**src/rtl/xmem_pkg.sv**
```systemverilog
// Package: shared types for the external data cycle generator.
// Assumes: the stretch setting is an unsigned field of at most a few bits.
package xmem_pkg;

    // Access sequencer states: waiting, address window open, completion cycle.
    typedef enum logic [1:0] {
        XS_IDLE = 2'd0,
        XS_ACT  = 2'd1,
        XS_DONE = 2'd2
    } xs_state_t;

endpackage

```
**src/rtl/xmem_stretch_reg.sv**
```systemverilog
// Module: xmem_stretch_reg
// Holds the software stretch setting; loads it on a configuration write.
// Assumes: RST_VAL fits in SW bits.
module xmem_stretch_reg #(
    parameter int SW      = 3,
    parameter int RST_VAL = 1
) (
    input  logic          clk,
    input  logic          rst_n,
    input  logic          cfg_we,
    input  logic [SW-1:0] cfg_stretch,
    output logic [SW-1:0] stretch
);

    localparam logic [SW-1:0] RstS = SW'(RST_VAL);

    // Store the setting; reset to the power-on value.
    always_ff @(posedge clk) begin
        if (!rst_n)      stretch <= RstS;
        else if (cfg_we) stretch <= cfg_stretch;
    end

    // the setting holds its power-on value when reset releases
    a_r1_reset_value: assert property (@(posedge clk) disable iff (!rst_n)
        ($rose(rst_n) |-> stretch == RstS));

endmodule

```
**src/rtl/xmem_seq.sv**
```systemverilog
// Module: xmem_seq
// Accepts requests, captures direction and stretch, and counts through the
// address window, then gives a one-cycle completion state.
// Assumes: read window lasts S+1 cycles, write window S+2 cycles.
module xmem_seq
    import xmem_pkg::*;
#(
    parameter int SW = 3,
    localparam int CW = SW + 1
) (
    input  logic          clk,
    input  logic          rst_n,
    input  logic          req_valid,
    input  logic          req_write,
    input  logic [SW-1:0] stretch,
    output logic          accept,
    output logic          in_win,
    output logic          win_last,
    output logic          done,
    output logic          cur_write,
    output logic [SW-1:0] cur_s,
    output logic [CW-1:0] cnt
);

    xs_state_t     state;
    logic [CW-1:0] last_idx;

    // Last window index: S for reads, S+1 for writes.
    always_comb begin
        last_idx = {1'b0, cur_s} + (cur_write ? CW'(1) : CW'(0));
    end

    assign accept   = (state == XS_IDLE) && req_valid;
    assign in_win   = (state == XS_ACT);
    assign win_last = in_win && (cnt == last_idx);
    assign done     = (state == XS_DONE);

    // Sequence one access: accept, count the window, signal completion.
    always_ff @(posedge clk) begin
        if (!rst_n) begin
            state     <= XS_IDLE;
            cnt       <= '0;
            cur_write <= 1'b0;
            cur_s     <= '0;
        end else begin
            unique case (state)
                XS_IDLE: begin
                    if (req_valid) begin
                        state     <= XS_ACT;
                        cnt       <= '0;
                        cur_write <= req_write;
                        cur_s     <= stretch;
                    end
                end
                XS_ACT: begin
                    if (cnt == last_idx) state <= XS_DONE;
                    else                 cnt   <= cnt + CW'(1);
                end
                default: state <= XS_IDLE;
            endcase
        end
    end

    // completion lasts one cycle
    a_r8_done_single: assert property (@(posedge clk) disable iff (!rst_n)
        (done |=> !done));

    // captured stretch and direction stay fixed inside a window
    a_r10_cfg_frozen: assert property (@(posedge clk) disable iff (!rst_n)
        ((in_win && !win_last) |=> (in_win && $stable(cur_s) && $stable(cur_write))));

endmodule

```
**src/rtl/xmem_strobe.sv**
```systemverilog
// Module: xmem_strobe
// Decodes the bus strobes from the window position and captured settings.
// Assumes: window index 0 is the first address-valid cycle.
module xmem_strobe #(
    parameter int SW = 3,
    localparam int CW = SW + 1
) (
    input  logic          clk,
    input  logic          rst_n,
    input  logic          in_win,
    input  logic          cur_write,
    input  logic [SW-1:0] cur_s,
    input  logic [CW-1:0] cnt,
    output logic          addr_stb,
    output logic          rd_stb,
    output logic          wr_stb
);

    logic [CW-1:0] wr_end;

    // Write strobe ends at index max(S,1).
    always_comb begin
        wr_end = (cur_s == '0) ? CW'(1) : {1'b0, cur_s};
    end

    assign addr_stb = in_win;
    assign rd_stb   = in_win && !cur_write;
    assign wr_stb   = in_win && cur_write && (cnt >= CW'(1)) && (cnt <= wr_end);

    // strobes exclusive and inside the window
    a_r6_strobe_excl: assert property (@(posedge clk) disable iff (!rst_n)
        !(rd_stb && wr_stb));
    a_r6_wr_in_window: assert property (@(posedge clk) disable iff (!rst_n)
        (wr_stb |-> addr_stb));

    // write strobe never on in the window's first cycle
    a_r5_wr_delayed: assert property (@(posedge clk) disable iff (!rst_n)
        ($rose(addr_stb) |-> !wr_stb));

endmodule

```
**src/rtl/xmem_data.sv**
```systemverilog
// Module: xmem_data
// Latches address and write data on acceptance; captures read data on the
// last read-strobe cycle and holds it.
// Assumes: win_last marks the final address-valid cycle.
module xmem_data #(
    parameter int AW = 16,
    parameter int DW = 8
) (
    input  logic          clk,
    input  logic          rst_n,
    input  logic          accept,
    input  logic          rd_last,
    input  logic [AW-1:0] req_addr,
    input  logic [DW-1:0] req_wdata,
    input  logic [DW-1:0] mem_rdata,
    output logic [AW-1:0] mem_addr,
    output logic [DW-1:0] mem_wdata,
    output logic [DW-1:0] rdata
);

    // Hold request address and data for the whole access.
    always_ff @(posedge clk) begin
        if (!rst_n) begin
            mem_addr  <= '0;
            mem_wdata <= '0;
        end else if (accept) begin
            mem_addr  <= req_addr;
            mem_wdata <= req_wdata;
        end
    end

    // Capture read data at the end of the read strobe.
    always_ff @(posedge clk) begin
        if (!rst_n)       rdata <= '0;
        else if (rd_last) rdata <= mem_rdata;
    end

endmodule

```
**src/rtl/xmem_cycle_gen.sv**
```systemverilog
// Module: xmem_cycle_gen (top)
// Stretchable external data cycle generator: times read/write bus cycles by
// a software stretch setting and stalls the CPU until the access completes.
// Assumes: the CPU holds a request until it is accepted and samples rdata on done.
module xmem_cycle_gen #(
    parameter int AW      = 16,
    parameter int DW      = 8,
    parameter int SW      = 3,
    parameter int RST_STR = 1
) (
    input  logic          clk,
    input  logic          rst_n,
    input  logic          cfg_we,
    input  logic [SW-1:0] cfg_stretch,
    input  logic          req_valid,
    input  logic          req_write,
    input  logic [AW-1:0] req_addr,
    input  logic [DW-1:0] req_wdata,
    output logic          stall,
    output logic          done,
    output logic [DW-1:0] rdata,
    output logic [AW-1:0] mem_addr,
    output logic [DW-1:0] mem_wdata,
    input  logic [DW-1:0] mem_rdata,
    output logic          addr_stb,
    output logic          rd_stb,
    output logic          wr_stb
);

    localparam int CW = SW + 1;

    logic          accept, in_win, win_last, cur_write;
    logic [SW-1:0] stretch, cur_s;
    logic [CW-1:0] cnt;

    xmem_stretch_reg #(.SW(SW), .RST_VAL(RST_STR)) u_sreg (
        .clk(clk), .rst_n(rst_n), .cfg_we(cfg_we),
        .cfg_stretch(cfg_stretch), .stretch(stretch)
    );

    xmem_seq #(.SW(SW)) u_seq (
        .clk(clk), .rst_n(rst_n), .req_valid(req_valid), .req_write(req_write),
        .stretch(stretch), .accept(accept), .in_win(in_win), .win_last(win_last),
        .done(done), .cur_write(cur_write), .cur_s(cur_s), .cnt(cnt)
    );

    xmem_strobe #(.SW(SW)) u_stb (
        .clk(clk), .rst_n(rst_n), .in_win(in_win), .cur_write(cur_write),
        .cur_s(cur_s), .cnt(cnt), .addr_stb(addr_stb), .rd_stb(rd_stb),
        .wr_stb(wr_stb)
    );

    xmem_data #(.AW(AW), .DW(DW)) u_data (
        .clk(clk), .rst_n(rst_n), .accept(accept),
        .rd_last(win_last && !cur_write), .req_addr(req_addr),
        .req_wdata(req_wdata), .mem_rdata(mem_rdata), .mem_addr(mem_addr),
        .mem_wdata(mem_wdata), .rdata(rdata)
    );

    assign stall = in_win;

    // completion follows the closing of the address window
    a_r8_done_after_win: assert property (@(posedge clk) disable iff (!rst_n)
        ($fell(addr_stb) |-> done));

    // address stable while the window stays open
    a_r6_addr_hold: assert property (@(posedge clk) disable iff (!rst_n)
        (addr_stb |=> (!addr_stb || $stable(mem_addr))));

endmodule

```
**config.mk**
```make
export PLATFORM = sky130hd
export DESIGN_NAME = xmem_cycle_gen
export DESIGN_NICKNAME = d
export VERILOG_FILES = /design/src/rtl/xmem_pkg.sv /design/src/rtl/xmem_stretch_reg.sv /design/src/rtl/xmem_seq.sv /design/src/rtl/xmem_strobe.sv /design/src/rtl/xmem_data.sv /design/src/rtl/xmem_cycle_gen.sv
export SDC_FILE = /design/constraint.sdc
export NUM_CORES = 1
export LEC_CHECK = 0
export ABC_AREA = 0
export BUFFER_PORTS_ARGS = -buffer_cell sky130_fd_sc_hd__buf_2
export CORE_MARGIN = 2
export CORE_UTILIZATION = 30
export DETAILED_ROUTE_END_ITERATION = 12
export PLACE_DENSITY = 0.6
export REMOVE_ABC_BUFFERS = 1
export SKIP_LAST_GASP = 1
export SLEW_MARGIN = 15
export SYNTH_ARGS = -nofsm -noshare
export SYNTH_HDL_FRONTEND = slang
export SYNTH_HIERARCHICAL = 1
export SYNTH_SLANG_ARGS = --single-unit
```
**constraint.sdc**
```tcl
create_clock -name clk -period 2.45 [get_ports clk]
set_input_delay 0.3675 -clock clk [delete_from_list [all_inputs] [get_ports clk]]
set_output_delay 0.3675 -clock clk [all_outputs]
set_load 0.01 [all_outputs]
```
==> impl_metrics.py <==
metrics = {
    "yosys": {
        "synthFlopType": "sky130_fd_sc_hd__dfxtp_1",
        "synthDominantCellAreaShare": 0.4480,
        "syn-cell-area_sq_um": 2011,
        "synthTopCellsByArea": "sky130_fd_sc_hd__dfxtp_1 45%, sky130_fd_sc_hd__mux2i_1 17%, sky130_fd_sc_hd__nor2b_1 11%",
        "number_of_flops_mapped_to_enable_cells_by_yosys": 0,
        "synth.top_cells.by_count": "45 x sky130_fd_sc_hd__dfxtp_1, 36 x sky130_fd_sc_hd__nor2b_1, 35 x sky130_fd_sc_hd__mux2i_1",
        "yosysTopAreaCell": "sky130_fd_sc_hd__dfxtp_1",
        "ys_seq_area_frac": 0.4480,
        "async_reset_ff_frac": 0,
        "synth.lib_cells_used.distinct": 39,
        "synthCells": 191,
        "synth_area_per_cell_sq_um": 10.53,
        "post-synth-top-count-cell": "sky130_fd_sc_hd__dfxtp_1",
        "synth.ff_latch_count": 45,
        "synthesis.yosys.warnings": 6,
    },
    "pwr": {
        "pwr-share-seq": 0.515,
        "power_leakage_nw": 1.176,
        "power.ir.vdd_worst_mv": 0.3303,
        "power_density_nw_per_um2": 625.1,
        "total_switching_power_mw": 0.4289,
        "p_sw_frac": 0.2707,
        "power_frac_comb": 0.209,
        "share_clk_of_total_power": 0.276,
        "intPower_mw": 1.156,
    },
    "final_layout": {
        "layout-area-overhead-vs-synth_pct": 26.07,
        "drive_gt1_frac": 0.3481,
        "antennaDiodeCount": 0,
        "finalCoreUtilization": 0.3947,
        "nNetsFinal": 315,
        "final.fill_count": 649,
    },
    "timing": {
        "hold_ws_ns": 0.3091,
        "maxSlewViolCount": 0,
        "timing_worst_slew_pin_value_ns": 0.3332,
        "min_period_ns": 2.262,
        "post-route-period-util": 0.9231,
        "max_freq_mhz": 442.2,
        "final.setup.tns_ns": 0,
        "slew_headroom": 0.7779,
        "timing.clock.skew_ns": 0.006232,
        "unrepaired_setup_endpoints_after_global_routing": "no",
        "finalHoldViolCount": 0,
        "setup_violations": 0,
    },
    "die": {
        "die_w_microns": 85.87,
        "dieHeight_microns": 85.87,
        "die_outline_area_sq_um": 7373,
        "fp.coreArea_sq_um": 6422,
        "pin_count": 77,
        "initial_core_util": 0.3131,
        "rows": 29,
    },
    "cts": {
        "cts.sinks": 45,
        "cts_tree": "done",
        "clkLatencyLatePin_ns": 0.29,
        "ctsLongestPathBuffers": 2,
        "h_tree_depth_reported_by_cts": 2,
        "cts.root.buffer_cell": "sky130_fd_sc_hd__clkbuf_8",
        "cts_made_buffers": 5,
        "cts.clk_slew.worst_paths_ns": 0.08,
    },
    "global_routing": {
        "gr-total-overflow": 0,
        "grt_pass1_wl_microns": 6934,
        "grt_util_met3": 0.03561,
        "grt_use_total": 0.1158,
        "grt_pass1_vias": 1585,
        "grt_antenna_before_repair": 0,
        "groute.layer.met2.usage": 0.1846,
        "grt_start_max_net_pins": 35,
        "global_route.peak_usage_layer": "met2",
        "met1_usage": 0.1469,
    },
    "setup_path": {
        "path_common_cell": "sky130_fd_sc_hd__ha_1",
        "cp_max_fo": 8,
        "endpoint_type_of_the_worst_setup_path": "flop",
        "critical_path_class": "flop to flop",
        "crit_path_max_incr_delay_ns": 0.32,
        "crit_path_cell_trace": "ha_1, ha_1, xor2_1, or3_1, a21oi_1, and2_1, nor2b_4, buf_12, mux2i_1, nor2b_1",
        "cp_data_arrival_time_ns": 2.45,
        "required_ns": 2.64,
        "crit_family": "simple AND/OR/NAND/NOR gates",
        "timing.critical_path.from_type": "flop",
        "path_buf_inv": 1,
        "critical-path-slowest-cell": "sky130_fd_sc_hd__dfxtp_1",
    },
    "drt": {
        "detail_route.vias_per_cell": 4.545,
        "drc_errors": 2,
        "final_routed_wire_length_divided_by_cell_count_microns": 11.75,
        "drtIter0Drc": 32,
        "via_count_of_the_routed_design": 1577,
        "ant_nets": 0,
        "detail_route.wirelength_microns": 4077,
        "drt_pre_antenna_iters": 10,
    },
    "place": {
        "detailedPlacementHpwl_microns": 3014,
        "io_buffer_count": 76,
        "gp_routability_congestion": 0.8092,
    },
    "hold_path": {
        "hp-class": "input pin to flop",
    },
    "outcome": {
        "violations": "DRC",
        "outcome": "finished with violations",
    },
    "job": {
        "max_cap_viol_count": 0,
    },
}
[through the flow]
step                      instances  setup WS, ns  total power [mW]  instance area, sq um
after detailed placement        338        0.1273             1.159                  2431
final                           347        0.1883             1.585                  2535
after global routing            347       0.02626             1.681                  2535
after global placement          338        0.1959             1.155                  2431
after CTS                       346        0.1112             1.602                  2515
after floorplan                 181        0.2563             1.033                  1924
[path summary, 6_finish.rpt]
| path | from | depth (start not counted) | slack [ns] | to |
|---|---|---|---|---|
| setup / recovery | u_seq/cur_write | 10 | 0.19 | u_data/rdata[5] |
| hold / removal | cfg_stretch[0] | 3 | 0.31 | u_sreg/stretch[0] |
| setup reg to reg | u_seq/cur_write | 10 | 0.19 | u_data/rdata[5] |
| hold reg to reg | u_sreg/stretch[2] | 2 | 0.47 | u_seq/cur_s[2] |
[kinds of logic (layout without fill, tap and decap cells)]
| kind of cell | Yosys count | in the layout | synth area share |
|---|---|---|---|
| fa+ha+maj | 6 | 6 | 0.03734 |
| xor+xnor | 3 | 3 | 0.01307 |
| mux | 35 | 35 | 0.1742 |
| buf+inv | 16 | 95 | 0.05413 |
| flops | 45 | 45 | 0.4480 |
| compound gates | 20 | 20 | 0.08090 |
| simple gates | 66 | 66 | 0.1923 |
[per-layer routing]
| layer | wire length [microns] | vias to the layer above |
|---|---|---|
| met3 | 278 | 10 |
| met1 | 1846 | 711 |
| met2 | 1889 | 57 |
| met5 | 0 | - |
| met4 | 63 | 0 |
| li1 | - | 799 |
[timing repair]
action / CTS / global route
resized for setup: 0 / 0
hold buffers: 0 / 0
setup endpoints to repair: 0 / 8
buffers inserted: 0 / 1
[power by group through the flow]
stage,registers (mW),logic [mW],clock network [mW]
2_1_floorplan,0.850,0.183,0
3_3_place_gp,0.832,0.323,0
3_5_place_dp,0.832,0.327,0
4_1_cts,0.816,0.327,0.459
5_1_grt,0.823,0.370,0.488
6_report,0.815,0.332,0.437
[cells in the final DEF, fill, tap and decap left out, types with 2 or more instances in the layout]
cell	Yosys	layout
sky130_fd_sc_hd__nand2_1	13	13
sky130_fd_sc_hd__xnor2_1	2	2
sky130_fd_sc_hd__o21a_1	2	2
sky130_fd_sc_hd__dfxtp_1	45	45
sky130_fd_sc_hd__o21ai_0	2	2
sky130_fd_sc_hd__mux2i_1	35	35
sky130_fd_sc_hd__and3_1	2	2
sky130_fd_sc_hd__ha_1	6	6
sky130_fd_sc_hd__buf_2	1	76
sky130_fd_sc_hd__nand3_1	3	3
sky130_fd_sc_hd__nor2b_1	36	36
sky130_fd_sc_hd__a21oi_1	4	4
sky130_fd_sc_hd__clkbuf_8	0	5
sky130_fd_sc_hd__clkbuf_1	4	2
sky130_fd_sc_hd__nor3_1	2	2
sky130_fd_sc_hd__a21boi_0	3	3
sky130_fd_sc_hd__buf_4	2	4
sky130_fd_sc_hd__inv_1	6	6
[tightest hold or removal path, cell delays in order]
cell,delay (ns)
sky130_fd_sc_hd__buf_2,0.08
sky130_fd_sc_hd__mux2i_1,0.06
sky130_fd_sc_hd__nand2_1,0.06
[flip-flops by register name, summed over array words and instances (netlist names)]
signal	flops
u_data/mem_addr	16
u_data/mem_wdata	8
u_data/rdata	8
u_seq/cnt	4
u_seq/cur_s	3
u_sreg/stretch	3
u_seq/state	2
u_seq/cur_write	1
[area by class of cell]
| cell class | count | area (sq um) | area share |
|---|---|---|---|
| clock buffer | 7 | 76.32 | 0.03011 |
| sequential | 45 | 900.9 | 0.3554 |
| tap | 77 | 96.34 | 0.03801 |
| inverter | 6 | 22.52 | 0.008885 |
| clock inverter | 1 | 7.507 | 0.002962 |
| timing repair buffer | 81 | 430.4 | 0.1698 |
| multi-input combinational | 130 | 1001 | 0.3949 |
(Power assumes the default switching activity.)
